<file path="src/rtl/fpil_pkg.sv">
package fpil_pkg;

    typedef enum logic [1:0] {
        U_INT = 2'd0,
        U_ADD = 2'd1,
        U_MUL = 2'd2,
        U_DIV = 2'd3
    } unit_e;

    typedef enum logic [2:0] {
        SRC_RF  = 3'd0,
        SRC_INT = 3'd1,
        SRC_ADD = 3'd2,
        SRC_MUL = 3'd3,
        SRC_DIV = 3'd4,
        SRC_MEM = 3'd5,
        SRC_WB  = 3'd6
    } src_e;

    typedef enum logic {
        DV_IDLE = 1'b0,
        DV_RUN  = 1'b1
    } dv_state_e;

endpackage

</file>
<file path="src/rtl/fpil_pipe.sv">
module fpil_pipe #(
    parameter int DEPTH = 2
) (
    input  logic             clk,
    input  logic             rst,
    input  logic             enter,
    output logic [DEPTH-1:0] occ,
    output logic             last
);

    logic [DEPTH-1:0] q;

    generate
        if (DEPTH == 1) begin : g_single
            always_ff @(posedge clk) begin
                if (rst) q <= '0;
                else     q <= enter;
            end
        end else begin : g_chain
            always_ff @(posedge clk) begin
                if (rst) q <= '0;
                else     q <= {q[DEPTH-2:0], enter};
            end
        end
    endgenerate

    assign occ  = q;
    assign last = q[DEPTH-1];

endmodule

</file>
<file path="src/rtl/fpil_pending.sv">
module fpil_pending
    import fpil_pkg::*;
#(
    parameter int NREG = 32,
    parameter int CW   = 3
) (
    input  logic                    clk,
    input  logic                    rst,
    input  logic                    issue,
    input  logic [1:0]              iss_unit,
    input  logic [$clog2(NREG)-1:0] iss_dst,
    input  logic [$clog2(NREG)-1:0] iss_src1,
    input  logic [$clog2(NREG)-1:0] iss_src2,
    input  logic [CW-1:0]           set_dist,
    input  logic [CW-1:0]           new_dist,
    output logic                    raw1,
    output logic                    raw2,
    output logic [2:0]              sel1,
    output logic [2:0]              sel2,
    output logic                    waw
);

    localparam int REGW = $clog2(NREG);

    logic          pv [NREG];
    logic [1:0]    pu [NREG];
    logic [CW-1:0] pr [NREG];

    always_ff @(posedge clk) begin
        for (int i = 0; i < NREG; i++) begin
            if (rst) begin
                pv[i] <= 1'b0;
                pu[i] <= '0;
                pr[i] <= '0;
            end else if (issue && iss_dst == REGW'(i)) begin
                pv[i] <= 1'b1;
                pu[i] <= iss_unit;
                pr[i] <= set_dist;
            end else if (pv[i]) begin
                if (pr[i] == '0) pv[i] <= 1'b0;
                else             pr[i] <= pr[i] - 1'b1;
            end
        end
    end

    function automatic logic [3:0] locate(input logic v, input logic [1:0] u,
                                          input logic [CW-1:0] r);
        logic       h;
        logic [2:0] s;
        h = 1'b0;
        s = SRC_RF;
        if (v) begin
            if (r > CW'(2)) begin
                h = 1'b1;
            end else if (r == CW'(2)) begin
                unique case (unit_e'(u))
                    U_INT: s = SRC_INT;
                    U_ADD: s = SRC_ADD;
                    U_MUL: s = SRC_MUL;
                    U_DIV: s = SRC_DIV;
                endcase
            end else if (r == CW'(1)) begin
                s = SRC_MEM;
            end else begin
                s = SRC_WB;
            end
        end
        return {h, s};
    endfunction

    assign {raw1, sel1} = locate(pv[iss_src1], pu[iss_src1], pr[iss_src1]);
    assign {raw2, sel2} = locate(pv[iss_src2], pu[iss_src2], pr[iss_src2]);
    assign waw          = pv[iss_dst] && (pr[iss_dst] >= new_dist);

    // an issuing consumer's producer is at most in its final stage
    assert_raw_ready_R3: assert property (@(posedge clk) disable iff (rst)
        (issue && pv[iss_src1]) |-> (pr[iss_src1] <= CW'(2)));

    assert_raw_ready2_R3: assert property (@(posedge clk) disable iff (rst)
        (issue && pv[iss_src2]) |-> (pr[iss_src2] <= CW'(2)));

    // an issuing writer lands strictly after the older writer
    assert_waw_order_R8: assert property (@(posedge clk) disable iff (rst)
        (issue && pv[iss_dst]) |-> (pr[iss_dst] < new_dist));

endmodule

</file>
<file path="src/rtl/fpil_wbslot.sv">
module fpil_wbslot #(
    parameter int WBW = 7,
    parameter int CW  = 3
) (
    input  logic          clk,
    input  logic          rst,
    input  logic          issue,
    input  logic [CW-1:0] set_idx,
    input  logic [CW-1:0] probe_idx,
    output logic          conflict,
    output logic          slot_mem,
    output logic          slot_wb
);

    logic [WBW-1:0] rsv;

    always_ff @(posedge clk) begin
        if (rst) rsv <= '0;
        else     rsv <= (rsv >> 1) | (issue ? (WBW'(1) << set_idx) : '0);
    end

    assign conflict = rsv[probe_idx];
    assign slot_mem = rsv[1];
    assign slot_wb  = rsv[0];

    // an issue never claims a writeback cycle already taken
    assert_wb_free_R7: assert property (@(posedge clk) disable iff (rst)
        issue |-> !rsv[probe_idx]);

endmodule

</file>
<file path="src/rtl/fpil_divctl.sv">
module fpil_divctl
    import fpil_pkg::*;
#(
    parameter int DIV_LAT = 4
) (
    input  logic clk,
    input  logic rst,
    input  logic start,
    output logic blocked,
    output logic last,
    output logic occupied
);

    localparam int DCW = $clog2(DIV_LAT + 1);

    dv_state_e      st, st_n;
    logic [DCW-1:0] cnt, cnt_n;

    always_ff @(posedge clk) begin
        if (rst) begin
            st  <= DV_IDLE;
            cnt <= '0;
        end else begin
            st  <= st_n;
            cnt <= cnt_n;
        end
    end

    always_comb begin
        st_n  = st;
        cnt_n = cnt;
        unique case (st)
            DV_IDLE: begin
                if (start) begin
                    st_n  = DV_RUN;
                    cnt_n = DCW'(DIV_LAT);
                end
            end
            DV_RUN: begin
                if (cnt == DCW'(1)) begin
                    if (start) begin
                        cnt_n = DCW'(DIV_LAT);
                    end else begin
                        st_n  = DV_IDLE;
                        cnt_n = '0;
                    end
                end else begin
                    cnt_n = cnt - 1'b1;
                end
            end
        endcase
    end

    always_comb begin
        blocked  = (st == DV_RUN) && (cnt > DCW'(1));
        last     = (st == DV_RUN) && (cnt == DCW'(1));
        occupied = (st == DV_RUN);
    end

    // no divide is launched into a divider that is still busy
    assert_div_free_R6: assert property (@(posedge clk) disable iff (rst)
        start |-> !((st == DV_RUN) && (cnt > DCW'(1))));

    assert_div_idle_R6: assert property (@(posedge clk) disable iff (rst)
        (st == DV_IDLE) |-> (cnt == '0));

endmodule

</file>
<file path="src/rtl/fpil_track.sv">
module fpil_track
    import fpil_pkg::*;
#(
    parameter int INT_LAT = 1,
    parameter int ADD_LAT = 2,
    parameter int MUL_LAT = 3
) (
    input  logic                             clk,
    input  logic                             rst,
    input  logic                             issue,
    input  logic [1:0]                       unit,
    input  logic                             div_last,
    input  logic                             div_occ,
    output logic [INT_LAT+ADD_LAT+MUL_LAT:0] exec_occ,
    output logic                             mem_occ,
    output logic                             wb_occ,
    output logic [3:0]                       finishers
);

    logic [INT_LAT-1:0] int_occ;
    logic [ADD_LAT-1:0] add_occ;
    logic [MUL_LAT-1:0] mul_occ;
    logic int_last, add_last, mul_last;
    logic mem_q, wb_q;

    fpil_pipe #(.DEPTH(INT_LAT)) u_int (
        .clk(clk), .rst(rst), .enter(issue && unit == U_INT),
        .occ(int_occ), .last(int_last));

    fpil_pipe #(.DEPTH(ADD_LAT)) u_add (
        .clk(clk), .rst(rst), .enter(issue && unit == U_ADD),
        .occ(add_occ), .last(add_last));

    fpil_pipe #(.DEPTH(MUL_LAT)) u_mul (
        .clk(clk), .rst(rst), .enter(issue && unit == U_MUL),
        .occ(mul_occ), .last(mul_last));

    assign finishers = {div_last, mul_last, add_last, int_last};

    always_ff @(posedge clk) begin
        if (rst) begin
            mem_q <= 1'b0;
            wb_q  <= 1'b0;
        end else begin
            mem_q <= |finishers;
            wb_q  <= mem_q;
        end
    end

    assign exec_occ = {div_occ, mul_occ, add_occ, int_occ};
    assign mem_occ  = mem_q;
    assign wb_occ   = wb_q;

endmodule

</file>
<file path="src/rtl/fpil_interlock.sv">
module fpil_interlock
    import fpil_pkg::*;
#(
    parameter int NREG    = 32,
    parameter int INT_LAT = 1,
    parameter int ADD_LAT = 2,
    parameter int MUL_LAT = 3,
    parameter int DIV_LAT = 4
) (
    input  logic                             clk,
    input  logic                             rst,
    input  logic                             id_valid,
    input  logic [1:0]                       id_unit,
    input  logic [$clog2(NREG)-1:0]          id_dst,
    input  logic [$clog2(NREG)-1:0]          id_src1,
    input  logic [$clog2(NREG)-1:0]          id_src2,
    output logic                             stall,
    output logic                             issue,
    output logic [2:0]                       fwd_sel1,
    output logic [2:0]                       fwd_sel2,
    output logic [INT_LAT+ADD_LAT+MUL_LAT:0] exec_occ,
    output logic                             mem_occ,
    output logic                             wb_occ
);

    localparam int ML1    = (INT_LAT > ADD_LAT) ? INT_LAT : ADD_LAT;
    localparam int ML2    = (ML1 > MUL_LAT) ? ML1 : MUL_LAT;
    localparam int MAXLAT = (ML2 > DIV_LAT) ? ML2 : DIV_LAT;
    localparam int WBW    = MAXLAT + 3;
    localparam int CW     = $clog2(WBW);

    logic [CW-1:0] id_lat, set_dist, new_dist;
    logic          is_div;
    logic          raw1, raw2, waw, wb_clash;
    logic [2:0]    sel1, sel2;
    logic          div_blocked, div_last, div_occ;
    logic          slot_mem, slot_wb;
    logic [3:0]    finishers;

    always_comb begin
        unique case (unit_e'(id_unit))
            U_INT: id_lat = CW'(INT_LAT);
            U_ADD: id_lat = CW'(ADD_LAT);
            U_MUL: id_lat = CW'(MUL_LAT);
            U_DIV: id_lat = CW'(DIV_LAT);
        endcase
    end

    assign set_dist = id_lat + CW'(1);
    assign new_dist = id_lat + CW'(2);
    assign is_div   = (id_unit == U_DIV);

    fpil_pending #(.NREG(NREG), .CW(CW)) u_pend (
        .clk(clk), .rst(rst), .issue(issue), .iss_unit(id_unit),
        .iss_dst(id_dst), .iss_src1(id_src1), .iss_src2(id_src2),
        .set_dist(set_dist), .new_dist(new_dist),
        .raw1(raw1), .raw2(raw2), .sel1(sel1), .sel2(sel2), .waw(waw));

    fpil_wbslot #(.WBW(WBW), .CW(CW)) u_slot (
        .clk(clk), .rst(rst), .issue(issue),
        .set_idx(set_dist), .probe_idx(new_dist),
        .conflict(wb_clash), .slot_mem(slot_mem), .slot_wb(slot_wb));

    fpil_divctl #(.DIV_LAT(DIV_LAT)) u_div (
        .clk(clk), .rst(rst), .start(issue && is_div),
        .blocked(div_blocked), .last(div_last), .occupied(div_occ));

    fpil_track #(.INT_LAT(INT_LAT), .ADD_LAT(ADD_LAT), .MUL_LAT(MUL_LAT)) u_track (
        .clk(clk), .rst(rst), .issue(issue), .unit(id_unit),
        .div_last(div_last), .div_occ(div_occ),
        .exec_occ(exec_occ), .mem_occ(mem_occ), .wb_occ(wb_occ),
        .finishers(finishers));

    always_comb begin
        stall    = id_valid && (raw1 || raw2 || waw || wb_clash ||
                                (is_div && div_blocked));
        issue    = id_valid && !stall;
        fwd_sel1 = issue ? sel1 : SRC_RF;
        fwd_sel2 = issue ? sel2 : SRC_RF;
    end

    // the stage tracker and the writeback reservations agree
    assert_mem_slot_R7: assert property (@(posedge clk) disable iff (rst)
        mem_occ == slot_mem);

    // writeback occupancy matches the reserved cycle
    assert_wb_slot_R5: assert property (@(posedge clk) disable iff (rst)
        wb_occ == slot_wb);

    // at most one unit finishes in any cycle
    assert_one_finisher_R7: assert property (@(posedge clk) disable iff (rst)
        $onehot0(finishers));

    // everything is empty right after reset
    assert_reset_empty_R1: assert property (@(posedge clk) disable iff (rst)
        $past(rst) |-> (exec_occ == '0 && !mem_occ && !wb_occ));

endmodule

</file>
<file path="config.mk">
export PLATFORM = sky130hd
export DESIGN_NAME = fpil_interlock
export DESIGN_NICKNAME = d
export VERILOG_FILES = /design/src/rtl/fpil_pkg.sv /design/src/rtl/fpil_pipe.sv /design/src/rtl/fpil_pending.sv /design/src/rtl/fpil_wbslot.sv /design/src/rtl/fpil_divctl.sv /design/src/rtl/fpil_track.sv /design/src/rtl/fpil_interlock.sv
export SDC_FILE = /design/constraint.sdc
export NUM_CORES = 1
export LEC_CHECK = 0
export BUFFER_PORTS_ARGS = -buffer_cell sky130_fd_sc_hd__buf_2
export CORE_MARGIN = 2
export CORE_UTILIZATION = 50
export DETAILED_ROUTE_END_ITERATION = 16
export GPL_TIMING_DRIVEN = 0
export PLACE_DENSITY = 0.67
export SYNTH_ARGS = -nofsm -noshare
export SYNTH_HDL_FRONTEND = slang
export SYNTH_SLANG_ARGS = --single-unit
</file>
<file path="constraint.sdc">
create_clock -name clk -period 5.25 [get_ports clk]
set_clock_uncertainty 0.05 [all_clocks]
set_input_delay 0.525 -clock clk [delete_from_list [all_inputs] [get_ports clk]]
set_output_delay 0.525 -clock clk [all_outputs]
set_load 0.005 [all_outputs]
</file>
Yosys cells after proc, flatten, opt, wreduce, memory -nomap -nowiden
Memories as Yosys holds them, arrays and structs flattened.
Index checks and enable logic that the tools add are counted.
{ "word_totals": {"n_memories": 3, "ff_bits": 19, "inputBits": 20, "wordCells": 949, "out_inout_bits": 17, "ram_bits": 192} }
{ "memory_table": {"columns": ["memory", "depth", "width", "read_ports", "rd_ports_with_merged_regs", "write_ports", "line_no", "rtl"], "rows": [
  ["u_pend.pr", 32, 3, 35, 0, 32, "fpil_pending.sv:27", "logic [CW-1:0] pr [NREG];"],
  ["u_pend.pu", 32, 2, 2, 0, 32, "fpil_pending.sv:26", "logic [1:0] pu [NREG];"],
  ["u_pend.pv", 32, 1, 35, 0, 32, "fpil_pending.sv:25", "logic pv [NREG];"]
]} }
{ "op_classes": {"mux": 605, "n_lt_le_gt_ge": 5, "addsub": 35, "bitwise_logic": 162, "n_eq_ne": 46, "shifts": 1, "reduce_logical": 84} }
{ "op_table": {"columns": ["operator", "n"], "rows": [
  ["$mux W1", 489],
  ["$mux W3", 75],
  ["$or A1 B1 Y1", 160],
  ["$sub A3 B1 Y3 const B", 33],
  ["$logic_not A3 Y1", 32],
  ["$eq A5 B5 Y1 const B", 16],
  ["$mux W2", 34],
  ["$logic_and A1 B1 Y1", 42],
  ["$eq A5 B4 Y1 const B", 8],
  ["$pmux W3 S4", 3],
  ["$eq A5 B3 Y1 const B", 4],
  ["$eq A2 B2 Y1 const B", 6],
  ["$eq A5 B2 Y1 const B", 2],
  ["$eq A3 B1 Y1 const B", 3],
  ["$mux W7", 1],
  ["$or A6 B7 Y7", 1],
  ["$shl A1 B3 Y7 const A", 1],
  ["$eq A2 B1 Y1 const B", 3],
  ["$eq A3 B2 Y1 const B", 2],
  ["$gt A3 B2 Y1 const B", 2],
  ["$logic_not A2 Y1", 3],
  ["$pmux W3 S2", 1],
  ["$eq A5 B1 Y1 const B", 1],
  ["$logic_not A5 Y1", 1],
  ["12 further kinds", 15]
]} }

Logic depth before layout (Yosys ltp)
{ "depth": {"depth_word": 17, "mapped_depth": 18, "mapped_depth_nobuf": 12} }

By module
Synthesis repeated with hierarchy kept, for this count alone.
{ "hier_totals": {"hier_cells": 1451, "hier_area_um2": 15916.5} }
{ "by_module_without_submodules": {"columns": ["mod", "seq_area_each_um2", "instances", "area_per_inst_um2", "cells_each"], "rows": [
  ["fpil_pending", 5765.5, 1, 14856.7, 1333],
  ["fpil_wbslot", 140.1, 1, 282.8, 29],
  ["fpil_interlock", 0.0, 1, 244.0, 33],
  ["fpil_divctl", 80.1, 1, 219.0, 27],
  ["fpil_track", 40.0, 1, 126.4, 14],
  ["fpil_pipe (u_track.u_mul)", 60.1, 1, 86.3, 7],
  ["fpil_pipe (u_track.u_add)", 40.0, 1, 60.1, 5],
  ["fpil_pipe (u_track.u_int)", 20.0, 1, 41.3, 3]
]} }

Least setup slack after synthesis
Ideal clock, no wire load.
{ "synth_path": {"path_kind": "input-to-output", "startpoint": "input id_dst[1]", "endpoint": "output fwd_sel1[0]", "stages": 16, "n_path_buf": 5, "required_ns": 4.675, "arrival_time_ns": 4.679, "path_slack_ns": -0.004, "cell_sequence": "clkbuf_1 > buf_2 > buf_1 > clkbuf_1 > mux4_2 > mux4_2 > mux2i_1 > ha_1 > nand2b_1 > a21oi_1 > nor2b_1 > o221ai_1 > and4_1 > buf_2 > nand3_2 > nor4_1"} }
{ "synth_between": {"elab_chain_cells": 10, "elab_cells_between_ends": 11, "cone_classes": "1 x order compare; 1 x mux; 7 x reduce/logical; 2 x memory"} }
{ "synth_rtl": {"columns": ["element", "line_no", "rtl"], "rows": [
  ["from (decl)", "fpil_interlock.sv:14", "input logic [$clog2(NREG)-1:0] id_dst,"],
  ["$mem_v2 Z32 W3", null, null],
  ["$ge A3 B3 Y1", "fpil_pending.sv:73", "assign waw = pv[iss_dst] && (pr[iss_dst] >= new_dist);"],
  ["$logic_and A1 B1 Y1 (*)", "fpil_pending.sv:73", null],
  ["$logic_or A1 B1 Y1 (*) (3 in a row)", "fpil_interlock.sv:75", "stall = id_valid && (raw1 || raw2 || waw || wb_clash ||"],
  ["$logic_and A1 B1 Y1 (*)", "fpil_interlock.sv:75", null],
  ["$logic_not A1 Y1 (*)", "fpil_interlock.sv:77", "issue = id_valid && !stall;"],
  ["$logic_and A1 B1 Y1 (*)", "fpil_interlock.sv:77", null],
  ["$mux W3 (*)", "fpil_interlock.sv:78", "fwd_sel1 = issue ? sel1 : SRC_RF;"],
  ["to (decl)", "fpil_interlock.sv:19", "output logic [2:0] fwd_sel1,"]
]} }
Mark *: on every way between the ends. The rest lies on a longest branch, timed or not.

Worst setup path after layout
{ "layout_path": {"startpoint": "input id_dst[0]", "endpoint": "output fwd_sel1[2]"} }
Same word-level chain as after synthesis.

==> results.txt <==
Asr flop ratio synth: 0%
Post-layout util: 55.6%
M1 wire length: 23300 um
DRC violations left: 0
Unique masters post-synth: 65
Count leader, synth: edfxtp_1
PwrDens: 289 nW/um^2
WL final: 60300 um
Synthesized cell area: 16300 sq um
Area Overhead vs Synth: 10.4%
Slew headroom: 24.2%
Row count: 66
Final hold violation count: 0
Width of the die: 184 um
H-tree levels: 1
Place WS: -1.56 ns
Status: finished clean
Clock slew at reported path FFs: 0.06 ns
Drt first pass iters: 7
Req. time, crit path: 4.68 ns
Final ANT Viol Nets: 0
Largest driver fanout on the critical path: 13
Core ar.: 32300 sq um
Top-area cell type share of the netlist area: 35.5%
Cells after DPL: 1915
Share of cells above drive strength 1: 22.1%
Maxcap violations: 0
Tot Pwr: 0.00519 W
Port Buffers: 29
Top layer used by detailed routing: met4
Synth top area cells: edfxtp_1 35%, mux4_2 16%, ha_1 6.2%, mux2i_1 5.7%, mux2_2 4.0%
Clock buffer count from CTS: 26
Final Max Slew Viols: 0
Syn_area_per_cell: 11.3 sq um
Fin worst setup slack: 0.147 ns
Setup crit start kind: input pin
CTS sink count: 210
Cts hold-fix bufs: 0
Peak supply drop: 249 uV
Post-synth top cells: 192 x edfxtp_1, 130 x nor3_1, 117 x mux4_2, 109 x inv_1, 92 x mux2i_1
Wire length on met3: 7080 um
Total Die Area: 34000 sq um
Initial Util: 50.3%
GRT overflow: 0
RePlAce Congestion: 1.05
Met2 WL: 26500 um
Post-synth EDFFs: 192
Final Critical Period: 5.10 ns
RSZ-0062 raised after global routing: no
Critical setup path kind: input pin to primary output
Die Y: 184 um
Fmax: 196 MHz
Antenna diode count: 0
CTS tree: done
Clock Tree Root: clkbuf_16
Total global-route track usage: 36.0%
# setup viols final: 0
Antenna violations before repair: 0
Sequential area share after synthesis: 37.7%
Vias/cell: 6.83
Max clock buf depth: 3
Period Utilization, post-route: 97.2%
Post-Synthesis Cells: 1444
Least-Margin Pin Slew: 1.14 ns
Largest net degree at the start of global routing: 14
Min-delay worst type: input pin to register
Cell taking the most area after synthesis: edfxtp_1
Fin Hold WS: 0.363 ns
Crit end category: primary output
Leakage: 6.73 nW
Yosys warning count: 0
Clock latency on the worst-skew pair: 0.56 ns
First-pass GRT wire length: 87300 um
DP HPWL: 46700 um
Drt wl/cell: 30.7 um
Critical Path AT: 4.53 ns
Mapped Nets: 1544
Vias: 13400
Number of global-route vias before repair: 12900
DRT iter0 DRCs: 1826
Fin cells: 1963
I/O Pins: 37
FF+latch count, synth: 210
Top FF cell, synth: edfxtp_1
Final nets: 1601
[metrics by stage]
stage          cell area, sq um  TNS (ns)
2_1_floorplan             16300         0
3_3_place_gp              17000   -400.44
3_5_place_dp              17000   -421.90
4_1_cts                   17900         0
5_1_grt                   17900         0
6_report                  17900         0
[flip-flops by register name, indices dropped and copies added, names as in the netlist]
signal,flops
u_pend.pr,96
u_div.occupied,1
u_div.cnt,3
u_track.wb_occ,1
u_track.u_int.last,1
u_track.u_mul.occ,3
u_track.u_add.occ,2
u_pend.pu,64
u_track.mem_occ,1
u_pend.pv,32
u_slot.rsv,6
[metal layers]
metal	GRT usage (%)	up-vias
met4	17.4	0
met1	49.4	6616
li1	-	5685
met2	54.6	921
met3	7.33	185
met5	0	-
[worst max-delay path, cell delays in order]
cell      delay (ns)
buf_2           0.32
clkbuf_2        0.39
mux4_2          0.54
mux4_2          0.53
mux2i_1         0.19
ha_1            0.26
nand2b_1        0.14
a21oi_1         0.23
nor2b_1         0.09
o221ai_2        0.21
and4_1          0.21
buf_2           0.23
nand3_4         0.20
nor4_1          0.30
buf_2           0.16
[area by class of cell]
cell class / count / area (sq um)
sequential: 210 / 6130
fill: 2800 / 14300
multi-input combinational: 1007 / 9220
buffer: 114 / 571
inverter: 112 / 420
clock buffer: 31 / 669
clock inverter: 17 / 233
tap: 442 / 553
timing repair buffer: 30 / 153
[final timing paths]
path	startpoint	end	slack, ns	cells past startpoint
min	id_unit[0]	u_track.u_add.occ[0]$_SDFF_PP0_	0.36	3
max	id_dst[0]	fwd_sel1[2]	0.15	15
min reg2reg	u_slot.rsv[2]$_SDFF_PP0_	u_slot.rsv[1]$_SDFF_PP0_	0.38	1
max reg2reg	u_pend.pr[21][0]$_DFFE_PP_	u_pend.pr[17][0]$_DFFE_PP_	0.47	12
[cell usage in the layout, fill, tap and decap left out, types with 7 or more instances in the layout]
master     netlist  layout
nor3_2          13      13
xnor2_1         13      13
nand3_1         51      51
dfxtp_1         18      18
o211ai_1        11      11
nand4_1         36      36
or2_2           18      18
buf_1           13       8
nor2b_1         18      18
a21oi_1         17      17
nor2_1          58      58
or3_1           17      17
buf_4           10      14
clkbuf_1        68      63
clkbuf_2         0       7
nand2b_1        16      16
nand3b_1         8       8
xor2_1          20      20
nor3_1         130     130
clkbuf_16        0      26
inv_1          109     109
mux2_1           7       7
a311o_1         16      16
mux2i_1         92      92
ha_1            80      80
mux2_2          58      58
mux4_2         117     117
a22oi_1         15      15
o21ai_0         19      19
edfxtp_1       192     192
o311ai_0        16      16
o41ai_1         12      12
buf_2           20      48
nand2_1         83      83
[kinds of logic (layout without fill, tap and decap cells)]
kind of cell / Yosys count / after routing / share of synthesized area (%)
AO/OA/AOI/OAI: 145 / 145 / 6.75
XOR/XNOR: 33 / 33 / 1.78
adder cells (fa/ha/maj): 80 / 80 / 6.16
buffers and inverters: 227 / 304 / 5.81
flip-flops: 210 / 210 / 37.7
multiplexers: 274 / 274 / 26.4
AND/OR/NAND/NOR: 475 / 475 / 15.4
[what timing repair did]
| action | in CTS | in global routing |
|---|---|---|
| buffers inserted | 1 | 0 |
| pin swaps | 1 | 0 |
| gates cloned | 0 | 0 |
| endpoints found under the hold margin | 0 | 0 |
| endpoints found under the setup margin | 400 | 10 |
| resized for setup | 21 | 19 |
[where the power goes]
group          internal (W)  total [W]  leakage, nW  switching (W)
Clock               0.00116    0.00193        0.429       0.000771
Sequential          0.00195    0.00213         2.16       0.000172
Combinational      0.000455    0.00114         4.14       0.000680
(Power assumes the default switching activity.)
